$ cat src/rtl/xbus_pkg.sv
package xbus_pkg;
  localparam int NPH  = 12;
  localparam int PH_W = $clog2(NPH);

  typedef enum logic [1:0] {
    K_FETCH = 2'd0,
    K_READ  = 2'd1,
    K_WRITE = 2'd2,
    K_NONE  = 2'd3
  } kind_e;

  localparam logic [PH_W-1:0] PH_LAST    = PH_W'(NPH - 1);
  localparam logic [PH_W-1:0] PH_RESET   = PH_W'(NPH - 2);
  localparam logic [PH_W-1:0] PH_ALE_END = PH_W'(1);
  localparam logic [PH_W-1:0] PH_ADR_END = PH_W'(2);
  localparam logic [PH_W-1:0] PH_PS_BEG  = PH_W'(3);
  localparam logic [PH_W-1:0] PH_PS_END  = PH_W'(5);
  localparam logic [PH_W-1:0] PH_RW_BEG  = PH_W'(5);
  localparam logic [PH_W-1:0] PH_RW_END  = PH_W'(10);
  localparam logic [PH_W-1:0] PH_WD_BEG  = PH_W'(3);
endpackage

$ cat src/rtl/xbus_phase.sv
module xbus_phase
  import xbus_pkg::*;
(
  input  logic            clk,
  input  logic            rst,
  output logic [PH_W-1:0] ph,
  output logic [PH_W-1:0] ph_nxt,
  output logic            last
);
  always_comb begin
    last   = (ph == PH_LAST);
    ph_nxt = last ? '0 : ph + 1'b1;
  end

  always_ff @(posedge clk) begin
    if (rst) ph <= PH_RESET;
    else     ph <= ph_nxt;
  end

  p_phase_range_r2: assert property (@(posedge clk) disable iff (rst)
    ph <= PH_LAST);
  p_phase_wrap_r2: assert property (@(posedge clk) disable iff (rst)
    last |=> (ph == '0));
endmodule

$ cat src/rtl/xbus_drive.sv
module xbus_drive
  import xbus_pkg::*;
#(
  parameter int DW = 8,
  parameter int AW = 16
) (
  input  logic            clk,
  input  logic            rst,
  input  logic [PH_W-1:0] ph_nxt,
  input  logic            n_ext,
  input  kind_e           n_kind,
  input  logic [AW-1:0]   n_addr,
  input  logic [DW-1:0]   n_wdata,
  input  logic [AW-DW-1:0] n_hi,
  input  logic [AW-DW-1:0] p2_latch,
  output logic            ale,
  output logic            pstb_n,
  output logic            rd_n,
  output logic            wr_n,
  output logic            ad_oe,
  output logic [DW-1:0]   ad_out,
  output logic [AW-DW-1:0] a_hi
);
  logic in_ale, in_adr, in_ps, in_rw, in_wd;

  always_comb begin
    in_ale = (ph_nxt <= PH_ALE_END);
    in_adr = (ph_nxt <= PH_ADR_END);
    in_ps  = (ph_nxt >= PH_PS_BEG) && (ph_nxt <= PH_PS_END);
    in_rw  = (ph_nxt >= PH_RW_BEG) && (ph_nxt <= PH_RW_END);
    in_wd  = (ph_nxt >= PH_WD_BEG);
  end

  always_ff @(posedge clk) begin
    if (rst) begin
      ale    <= 1'b0;
      pstb_n <= 1'b1;
      rd_n   <= 1'b1;
      wr_n   <= 1'b1;
      ad_oe  <= 1'b0;
      ad_out <= '0;
      a_hi   <= '0;
    end else begin
      ale    <= n_ext && in_ale;
      pstb_n <= !(n_ext && (n_kind == K_FETCH) && in_ps);
      rd_n   <= !(n_ext && (n_kind == K_READ)  && in_rw);
      wr_n   <= !(n_ext && (n_kind == K_WRITE) && in_rw);
      ad_oe  <= n_ext && (in_adr || ((n_kind == K_WRITE) && in_wd));
      ad_out <= in_adr ? n_addr[DW-1:0] : n_wdata;
      a_hi   <= n_ext ? n_hi : p2_latch;
    end
  end

  p_one_strobe_r5: assert property (@(posedge clk) disable iff (rst)
    $countones({~pstb_n, ~rd_n, ~wr_n}) <= 1);
  p_ale_two_r3: assert property (@(posedge clk) disable iff (rst)
    $fell(ale) |-> $past(ale, 2));
  p_ale_drive_r3: assert property (@(posedge clk) disable iff (rst)
    ale |-> ad_oe);
  p_ps_float_r4: assert property (@(posedge clk) disable iff (rst)
    !pstb_n |-> !ad_oe);
  p_rd_float_r5: assert property (@(posedge clk) disable iff (rst)
    !rd_n |-> !ad_oe);
  p_wr_drive_r6: assert property (@(posedge clk) disable iff (rst)
    !wr_n |-> ad_oe);
endmodule

$ cat src/rtl/xbus_capture.sv
module xbus_capture
  import xbus_pkg::*;
#(
  parameter int DW = 8
) (
  input  logic            clk,
  input  logic            rst,
  input  logic [PH_W-1:0] ph,
  input  logic            c_vld,
  input  logic            c_ext,
  input  kind_e           c_kind,
  input  logic [DW-1:0]   ad_in,
  input  logic [DW-1:0]   rom_byte,
  output logic            rsp_valid,
  output logic [DW-1:0]   rsp_data
);
  logic is_fetch, is_read;

  always_comb begin
    is_fetch = c_vld && (c_kind == K_FETCH);
    is_read  = c_vld && (c_kind == K_READ);
  end

  always_ff @(posedge clk) begin
    if (rst) begin
      rsp_valid <= 1'b0;
      rsp_data  <= '0;
    end else begin
      rsp_valid <= (is_fetch || is_read) && (ph == PH_RESET);
      if (is_fetch && (ph == PH_PS_END))
        rsp_data <= c_ext ? ad_in : rom_byte;
      else if (is_read && (ph == PH_RW_END))
        rsp_data <= ad_in;
    end
  end

  p_rsp_single_r9: assert property (@(posedge clk) disable iff (rst)
    rsp_valid |=> !rsp_valid);
endmodule

$ cat src/rtl/xbus_seq.sv
module xbus_seq
  import xbus_pkg::*;
#(
  parameter int DW        = 8,
  parameter int AW        = 16,
  parameter int ROM_LIMIT = 4096
) (
  input  logic          clk,
  input  logic          rst,
  output logic          req_take,
  input  logic          req_valid,
  input  logic [1:0]    req_kind,
  input  logic [AW-1:0] req_addr,
  input  logic [DW-1:0] req_wdata,
  input  logic          req_hi_latch,
  input  logic [AW-DW-1:0] p2_latch,
  input  logic          int_rom_en,
  input  logic [DW-1:0] rom_byte,
  output logic [DW-1:0] ad_out,
  output logic [DW-1:0] ad_oe,
  input  logic [DW-1:0] ad_in,
  output logic [AW-DW-1:0] a_hi,
  output logic          ale,
  output logic          pstb_n,
  output logic          rd_n,
  output logic          wr_n,
  output logic          rsp_valid,
  output logic [DW-1:0] rsp_data
);
  localparam int HW = AW - DW;

  logic [PH_W-1:0] ph, ph_nxt;
  logic            last;
  logic            oe_bit;

  // current cycle descriptor
  logic            c_vld, c_ext;
  kind_e           c_kind;
  logic [AW-1:0]   c_addr;
  logic [DW-1:0]   c_wdata;
  logic [HW-1:0]   c_hi;

  // descriptor of the request on the inputs, and of the next clock
  logic            r_vld, r_ext;
  kind_e           r_kind;
  logic [HW-1:0]   r_hi;
  logic            n_ext;
  kind_e           n_kind;
  logic [AW-1:0]   n_addr;
  logic [DW-1:0]   n_wdata;
  logic [HW-1:0]   n_hi;

  xbus_phase u_phase (
    .clk(clk), .rst(rst), .ph(ph), .ph_nxt(ph_nxt), .last(last)
  );

  always_comb begin
    r_kind = kind_e'(req_kind);
    r_vld  = req_valid && (r_kind != K_NONE);
    r_ext  = r_vld && ((r_kind != K_FETCH) || !int_rom_en ||
                       (32'(req_addr) >= ROM_LIMIT));
    r_hi   = ((r_kind != K_FETCH) && req_hi_latch) ? p2_latch
                                                    : req_addr[AW-1:DW];
    n_ext   = last ? r_ext     : c_ext;
    n_kind  = last ? r_kind    : c_kind;
    n_addr  = last ? req_addr  : c_addr;
    n_wdata = last ? req_wdata : c_wdata;
    n_hi    = last ? r_hi      : c_hi;
  end

  always_ff @(posedge clk) begin
    if (rst) begin
      c_vld   <= 1'b0;
      c_ext   <= 1'b0;
      c_kind  <= K_NONE;
      c_addr  <= '0;
      c_wdata <= '0;
      c_hi    <= '0;
    end else if (last) begin
      c_vld   <= r_vld;
      c_ext   <= r_ext;
      c_kind  <= r_kind;
      c_addr  <= req_addr;
      c_wdata <= req_wdata;
      c_hi    <= r_hi;
    end
  end

  xbus_drive #(.DW(DW), .AW(AW)) u_drive (
    .clk(clk), .rst(rst), .ph_nxt(ph_nxt),
    .n_ext(n_ext), .n_kind(n_kind), .n_addr(n_addr),
    .n_wdata(n_wdata), .n_hi(n_hi), .p2_latch(p2_latch),
    .ale(ale), .pstb_n(pstb_n), .rd_n(rd_n), .wr_n(wr_n),
    .ad_oe(oe_bit), .ad_out(ad_out), .a_hi(a_hi)
  );

  assign ad_oe = {DW{oe_bit}};

  xbus_capture #(.DW(DW)) u_capture (
    .clk(clk), .rst(rst), .ph(ph),
    .c_vld(c_vld), .c_ext(c_ext), .c_kind(c_kind),
    .ad_in(ad_in), .rom_byte(rom_byte),
    .rsp_valid(rsp_valid), .rsp_data(rsp_data)
  );

  assign req_take = last;

  p_rsp_at_end_r9: assert property (@(posedge clk) disable iff (rst)
    rsp_valid |-> req_take);
  p_int_quiet_r7: assert property (@(posedge clk) disable iff (rst)
    (c_vld && !c_ext) |-> (pstb_n && !ale));
endmodule

$ cat config.mk
export PLATFORM = sky130hd
export DESIGN_NAME = xbus_seq
export DESIGN_NICKNAME = d
export VERILOG_FILES = /design/src/rtl/xbus_pkg.sv /design/src/rtl/xbus_phase.sv /design/src/rtl/xbus_drive.sv /design/src/rtl/xbus_capture.sv /design/src/rtl/xbus_seq.sv
export SDC_FILE = /design/constraint.sdc
export NUM_CORES = 1
export LEC_CHECK = 0
export CORE_UTILIZATION = 50
export CTS_BUF_LIST = sky130_fd_sc_hd__clkbuf_8
export CTS_CLUSTER_DIAMETER = 40
export DETAILED_ROUTE_END_ITERATION = 8
export PLACE_DENSITY_LB_ADDON = 0.12
export SYNTH_ARGS = -nofsm -noshare
export SYNTH_HDL_FRONTEND = slang
export SYNTH_SLANG_ARGS = --single-unit
$ cat constraint.sdc
create_clock -name clk -period 4.4 [get_ports clk]
set_input_delay 0.66 -clock clk [delete_from_list [all_inputs] [get_ports clk]]
set_output_delay 0.66 -clock clk [all_outputs]
set_load 0.005 [all_outputs]
# Yosys cells after proc, flatten, opt, wreduce, memory -nomap -nowiden
# Cells that the tools add are included.
[classes]
addsub = 1
order_cmp = 7
n_mux = 12
reduce_logical = 31
eq_ne = 7
[op_table]
columns = ["operator", "count"]
rows = [
  ["2-to-1 mux 8 bit", 9],
  ["logical AND 1 bit", 19],
  [">= comparator 16 x 13 -> 1 bit (second input constant)", 1],
  ["== test 4 bit (second input constant)", 2],
  ["adder 4 x 1 -> 4 bit (second input constant)", 1],
  ["== test 2 x 1 -> 1 bit (second input constant)", 2],
  ["== test 4 x 3 -> 1 bit (second input constant)", 1],
  [">= comparator 4 x 2 -> 1 bit (second input constant)", 1],
  [">= comparator 4 x 3 -> 1 bit (second input constant)", 1],
  ["less-or-equal comparator 4 x 1 -> 1 bit (second input constant)", 1],
  ["less-or-equal comparator 4 x 2 -> 1 bit (second input constant)", 1],
  ["less-or-equal comparator 4 x 3 -> 1 bit (second input constant)", 1],
  ["less-or-equal comparator 4 bit (second input constant)", 1],
  ["logical NOT 1 bit", 4],
  ["logical NOT 2 bit", 2],
  ["logical OR 1 bit", 4],
  ["2-to-1 mux 4 bit", 1],
  ["nonzero test 2 bit", 2],
  ["== test 2 bit (second input constant)", 1],
  ["2-to-1 mux 2 bit", 1],
  ["inequality test 2 bit (second input constant)", 1],
  ["2-to-1 mux 1 bit", 1],
]
[word_totals]
ff_bits = 62
out_inout_bits = 38
in_bits = 55
word_cells = 74

# Logic depth before layout (Yosys ltp)
[depth]
depth_word = 8
ltp_mapped = 8
ltp_nobuf = 7

# By module
# Synthesis repeated with hierarchy kept, for this count alone.
[unflattened]
hier_cells = 318
area_unflattened_um2 = 3221.8
[by_module_without_submodules]
columns = ["module", "area_per_inst_um2", "seq_area_each_um2", "cells_per_inst", "n_inst"]
rows = [
  ["xbus_seq", 1675.4, 720.7, 160, 1],
  ["xbus_drive", 772.0, 420.4, 81, 1],
  ["xbus_capture", 578.1, 180.2, 57, 1],
  ["xbus_phase", 196.4, 80.1, 20, 1],
]

# Worst setup path after synthesis
# OpenSTA, ideal clock, no wires.
[synth_timing]
path_type = "input to register"
startpoint = "input port req_kind[0]"
endpoint = "register u_drive.a_hi[6]"
n_path_buf = 1
arrival_time_ns = 1.687
required_ns = 4.283
path_slack_ns = 2.596
cell_stages = 6
path_cell_list = "nor4_1 > nand3_1 > a22o_1 > nor2b_4 > buf_6 > a22o_1"
[synth_between]
elab_chain_cells = 6
word_cells_on_any_way = 11
classes_between = "eq/ne: 1; mux: 4; reduce/logical: 6"
[synth_rtl]
columns = ["item", "line", "text"]
rows = [
  ["start, declared", "xbus_seq.sv:12", "input logic [1:0] req_kind,"],
  ["nonzero test 2 bit", "xbus_seq.sv:60, xbus_seq.sv:62", ""],
  ["logical OR 1 bit (2 in a row)", "xbus_seq.sv:60", "r_ext = r_vld && ((r_kind != K_FETCH) || !int_rom_en ||"],
  ["logical AND 1 bit", "xbus_seq.sv:60", ""],
  ["2-to-1 mux 1 bit", "-", ""],
  ["2-to-1 mux 8 bit (*)", "xbus_drive.sv:50", "a_hi <= n_ext ? n_hi : p2_latch;"],
  ["end signal, assigned", "xbus_drive.sv:50", ""],
  ["end, declared", "xbus_drive.sv:22", "output logic [AW-DW-1:0] a_hi"],
]
# Every way passes the cells marked *; elsewhere a longest branch is shown, timed or not.
# A chain may end at the register's enable or synchronous reset.

# Worst setup path after layout
[layout_timing]
startpoint = "register u_phase.ph[0]"
endpoint = "output port req_take"
[layout_between]
elab_chain_cells = 1
[layout_rtl]
columns = ["item", "line", "text"]
rows = [
  ["start, declared", "xbus_phase.sv:6", "output logic [PH_W-1:0] ph,"],
  ["start signal, assigned", "xbus_phase.sv:17", "else ph <= ph_nxt;"],
  ["== test 4 bit", "xbus_phase.sv:11", "last = (ph == PH_LAST);"],
  ["end, declared", "xbus_seq.sv:10", "output logic req_take,"],
]
# Every way passes these cells.

==> metrics.csv <==
stage;metric;value;unit
cts;worst-skew pair later-pin latency;0.33;ns
detailed_routing;# DRC;0;
setup_path;slowest stage delay, CP;0.63;ns
setup_path;r2r setup slk;1.78;ns
placement;gpl congestion;0.889;
power_and_ir_drop;Cell Pwr Density;424;nW/um^2
cts;htree depth;3;
yosys;Mean Syn Cell Area;9.42;sq um
sta;Final min period;3.13;ns
cts;Root Driver;clkbuf_8;
die;Die Y;75.0;microns
yosys;Async SR Flop Fraction;0;
yosys;Syn Nets;342;
setup_path;Critical Path, Cell by Cell;ha_1, nand3b_1, inv_1, clkdlybuf4s50_1;
die;I/O pin cnt;93;
yosys;synthesized area;2670;sq um
sta;setup ws final;1.27;ns
placement;pre-CTS WS;1.61;ns
final_layout;commonest non-fill, non-tap cell in the layout;clkdlybuf4s50_1;
setup_path;CP Capture Type;output pin;
sta;Setup TNS;0;ns
sta;FMAX;0.319;GHz
grt;Total GRT Usage;0.228;
cts;Longest Clk Path Bufs;2;
yosys;sequential area share after synthesis;0.466;
setup_path;Worst path slowest cell;clkdlybuf4s50_1;
final_layout;n_diodes;0;
placement;HPWL after DPL;4190;microns
setup_path;Data arrival, critical path;2.47;ns
yosys;Distinct cells, synth;44;
hold_path;hold wc startpoint;c_addr[3];
detailed_routing;final WL;5960;microns
die;area of the die;5630;sq um
detailed_routing;drt pass-1 iters;4;
sta;Tcrit/Tclk final;0.712;
placement;# port buffers;92;
sta;Worst Tran Pin Value;0.745;ns
yosys;Post-Synthesis Cells;283;
yosys;top_reg_cell synth;dfxtp_1;
cts;post-cts sizing count;0;
grt;pin count of the biggest net entering global routing;38;
setup_path;dominant delay contributor by cell family on the critical path;buffers and inverters;
yosys;#FFs+latches synth;62;
cts;post-CTS setup buffers;0;
flow_run;Max-Cap Viols;0;
sta;RSZ-0062 raised after global routing;no;
setup_path;Crit Reg-Reg Startpoint;u_phase.ph[0];
setup_path;CP startpoint;u_phase.ph[0];
sta;slew margin rel.;0.502;
grt;initial antenna violation count;0;
sta;Final setup viols;0;
outcome;status;finished clean;
sta;skew final;0.00693;ns
yosys;Post-synth EDFFs;0;
final_layout;Fill cells;410;
final_layout;most frequent cells in the layout;clkdlybuf4s50_1 (92), dfxtp_1 (62), nand2_1 (49), mux2i_1 (18), a21oi_1 (18);
hold_path;Hold Crit Class;flip-flop to flip-flop;
sta;hold violation total from the final report;0;
final_layout;share of cells above drive strength 1;0.0976;
final_layout;Layout Nets;423;
sta;Slew Viols, Final;0;
detailed_routing;total number of vias;2265;
setup_path;type of origin of the critical path;flip-flop;
grt;GRT overflow;0;
setup_path;crit path kind;flip-flop to output pin;
detailed_routing;ANT nets after route;0;
detailed_routing;DR WL/cell;13.6;microns
cts;clk sinks;62;
final_layout;P&R area growth vs syn;41.2;%
setup_path;Critical Path RT;3.74;ns
yosys;Synthesis Warnings;0;
die;Die X-Extent;75.0;microns
die;Initial Util;0.522;
cts;CTS tree;done;
power_and_ir_drop;VDD IR-drop max;0.273;mV
cts;clock-pin transition on the worst setup and hold timing paths;0.07;ns
setup_path;CP Max Fanout;21;
die;core area;5110;sq um
setup_path;CP Buf/Inv Count;2;
detailed_routing;1st-iter DRT viols;81;
power_and_ir_drop;leakage power total;1.48;nW
detailed_routing;Vias/cell;5.16;
cts;# hold bufs at CTS;0;
grt;global-route wire length before repair;9470;microns
die;num rows;26;
cts;Num CTS Buffers;9;
grt;number of global-route vias before repair;2106;
-- cells in the mapped netlist, types with 6 or more instances --
master,instances,share of area
a211oi_1,9,0.025
a21oi_1,18,0.034
a22o_1,9,0.030
buf_4,10,0.028
clkbuf_1,8,0.011
dfxtp_1,62,0.47
mux2_4,8,0.045
mux2i_1,18,0.068
nand2_1,49,0.069
nand3b_1,6,0.017
nor2_1,14,0.020
nor2b_1,12,0.028
o21ai_0,9,0.017
-- area by class of cell --
class | instances | area (sq um) | area share
Sequential cell | 62 | 1240 | 0.330
Clock inverter | 7 | 90.1 | 0.0239
Multi-Input combinational cell | 193 | 1270 | 0.337
Clock buffer | 9 | 124 | 0.0329
Timing Repair Buffer | 94 | 936 | 0.249
Inverter | 4 | 15.0 | 0.00399
Tap cell | 70 | 87.6 | 0.0233
-- cells by family after synthesis --
| family | share of synthesized area |
|---|---|
| AND/OR/NAND/NOR | 0.186 |
| XOR/XNOR | 0.00329 |
| AO/OA/AOI/OAI | 0.147 |
| buffers and inverters | 0.0582 |
| flip-flops | 0.466 |
| multiplexers | 0.121 |
| adder cells (fa/ha/maj) | 0.0188 |
-- layer usage --
| layer | routed length (microns) | up-vias | GRT usage | part of all wire |
|---|---|---|---|---|
| met4 | 109 | 0 | 0.126 | 0.018 |
| met1 | 2560 | 1047 | 0.269 | 0.43 |
| met5 | 0 | - | 0 | 0 |
| met2 | 2890 | 82 | 0.382 | 0.48 |
| met3 | 401 | 11 | 0.0535 | 0.067 |
| li1 | - | 1125 | - | - |
-- tightest hold or removal path: cells and delay by family (launching register included) --
| kind | cells | cell delay (ns) |
|---|---|---|
| AO/OA/AOI/OAI | 1 | 0.07 |
| AND/OR/NAND/NOR | 1 | 0.04 |
| flip-flops | 1 | 0.30 |
-- worst paths after layout --
kind | endpoint | cells after the start
setup / recovery | req_take | 4
hold / removal | c_addr[3] | 2
setup reg to reg | u_drive.a_hi[7] | 7
hold reg to reg | c_addr[3] | 2
-- state kept, by name, indices dropped and copies added (netlist names) --
name	count
c_wdata	8
c_vld	1
u_drive.rd_n	1
u_capture.rsp_data	8
u_drive.pstb_n	1
c_ext	1
u_drive.ale	1
u_drive.wr_n	1
u_drive.ad_out	8
u_drive.a_hi	8
c_kind	2
c_addr	8
u_capture.rsp_valid	1
u_phase.ph	4
u_drive.ad_oe	1
c_hi	8
-- stage by stage --
step	power, mW	area, sq um	std cells	util	hold WS, ns
2_1_floorplan	0.923	2670	283	-	0.432
3_3_place_gp	1.06	3550	423	0.695	0.446
3_5_place_dp	1.07	3550	423	0.695	0.455
4_1_cts	1.60	3760	439	0.737	0.465
5_1_grt	1.67	3760	439	0.737	0.487
6_report	1.59	3760	439	0.737	0.463
-- report_power, final --
part	switching [mW]	internal, mW	leakage [nW]
Sequential	0.0335	0.622	0.506
Combinational	0.195	0.212	0.868
Clock	0.217	0.316	0.110
Total	0.446	1.15	1.48
Power figures use the tool's default switching activity.
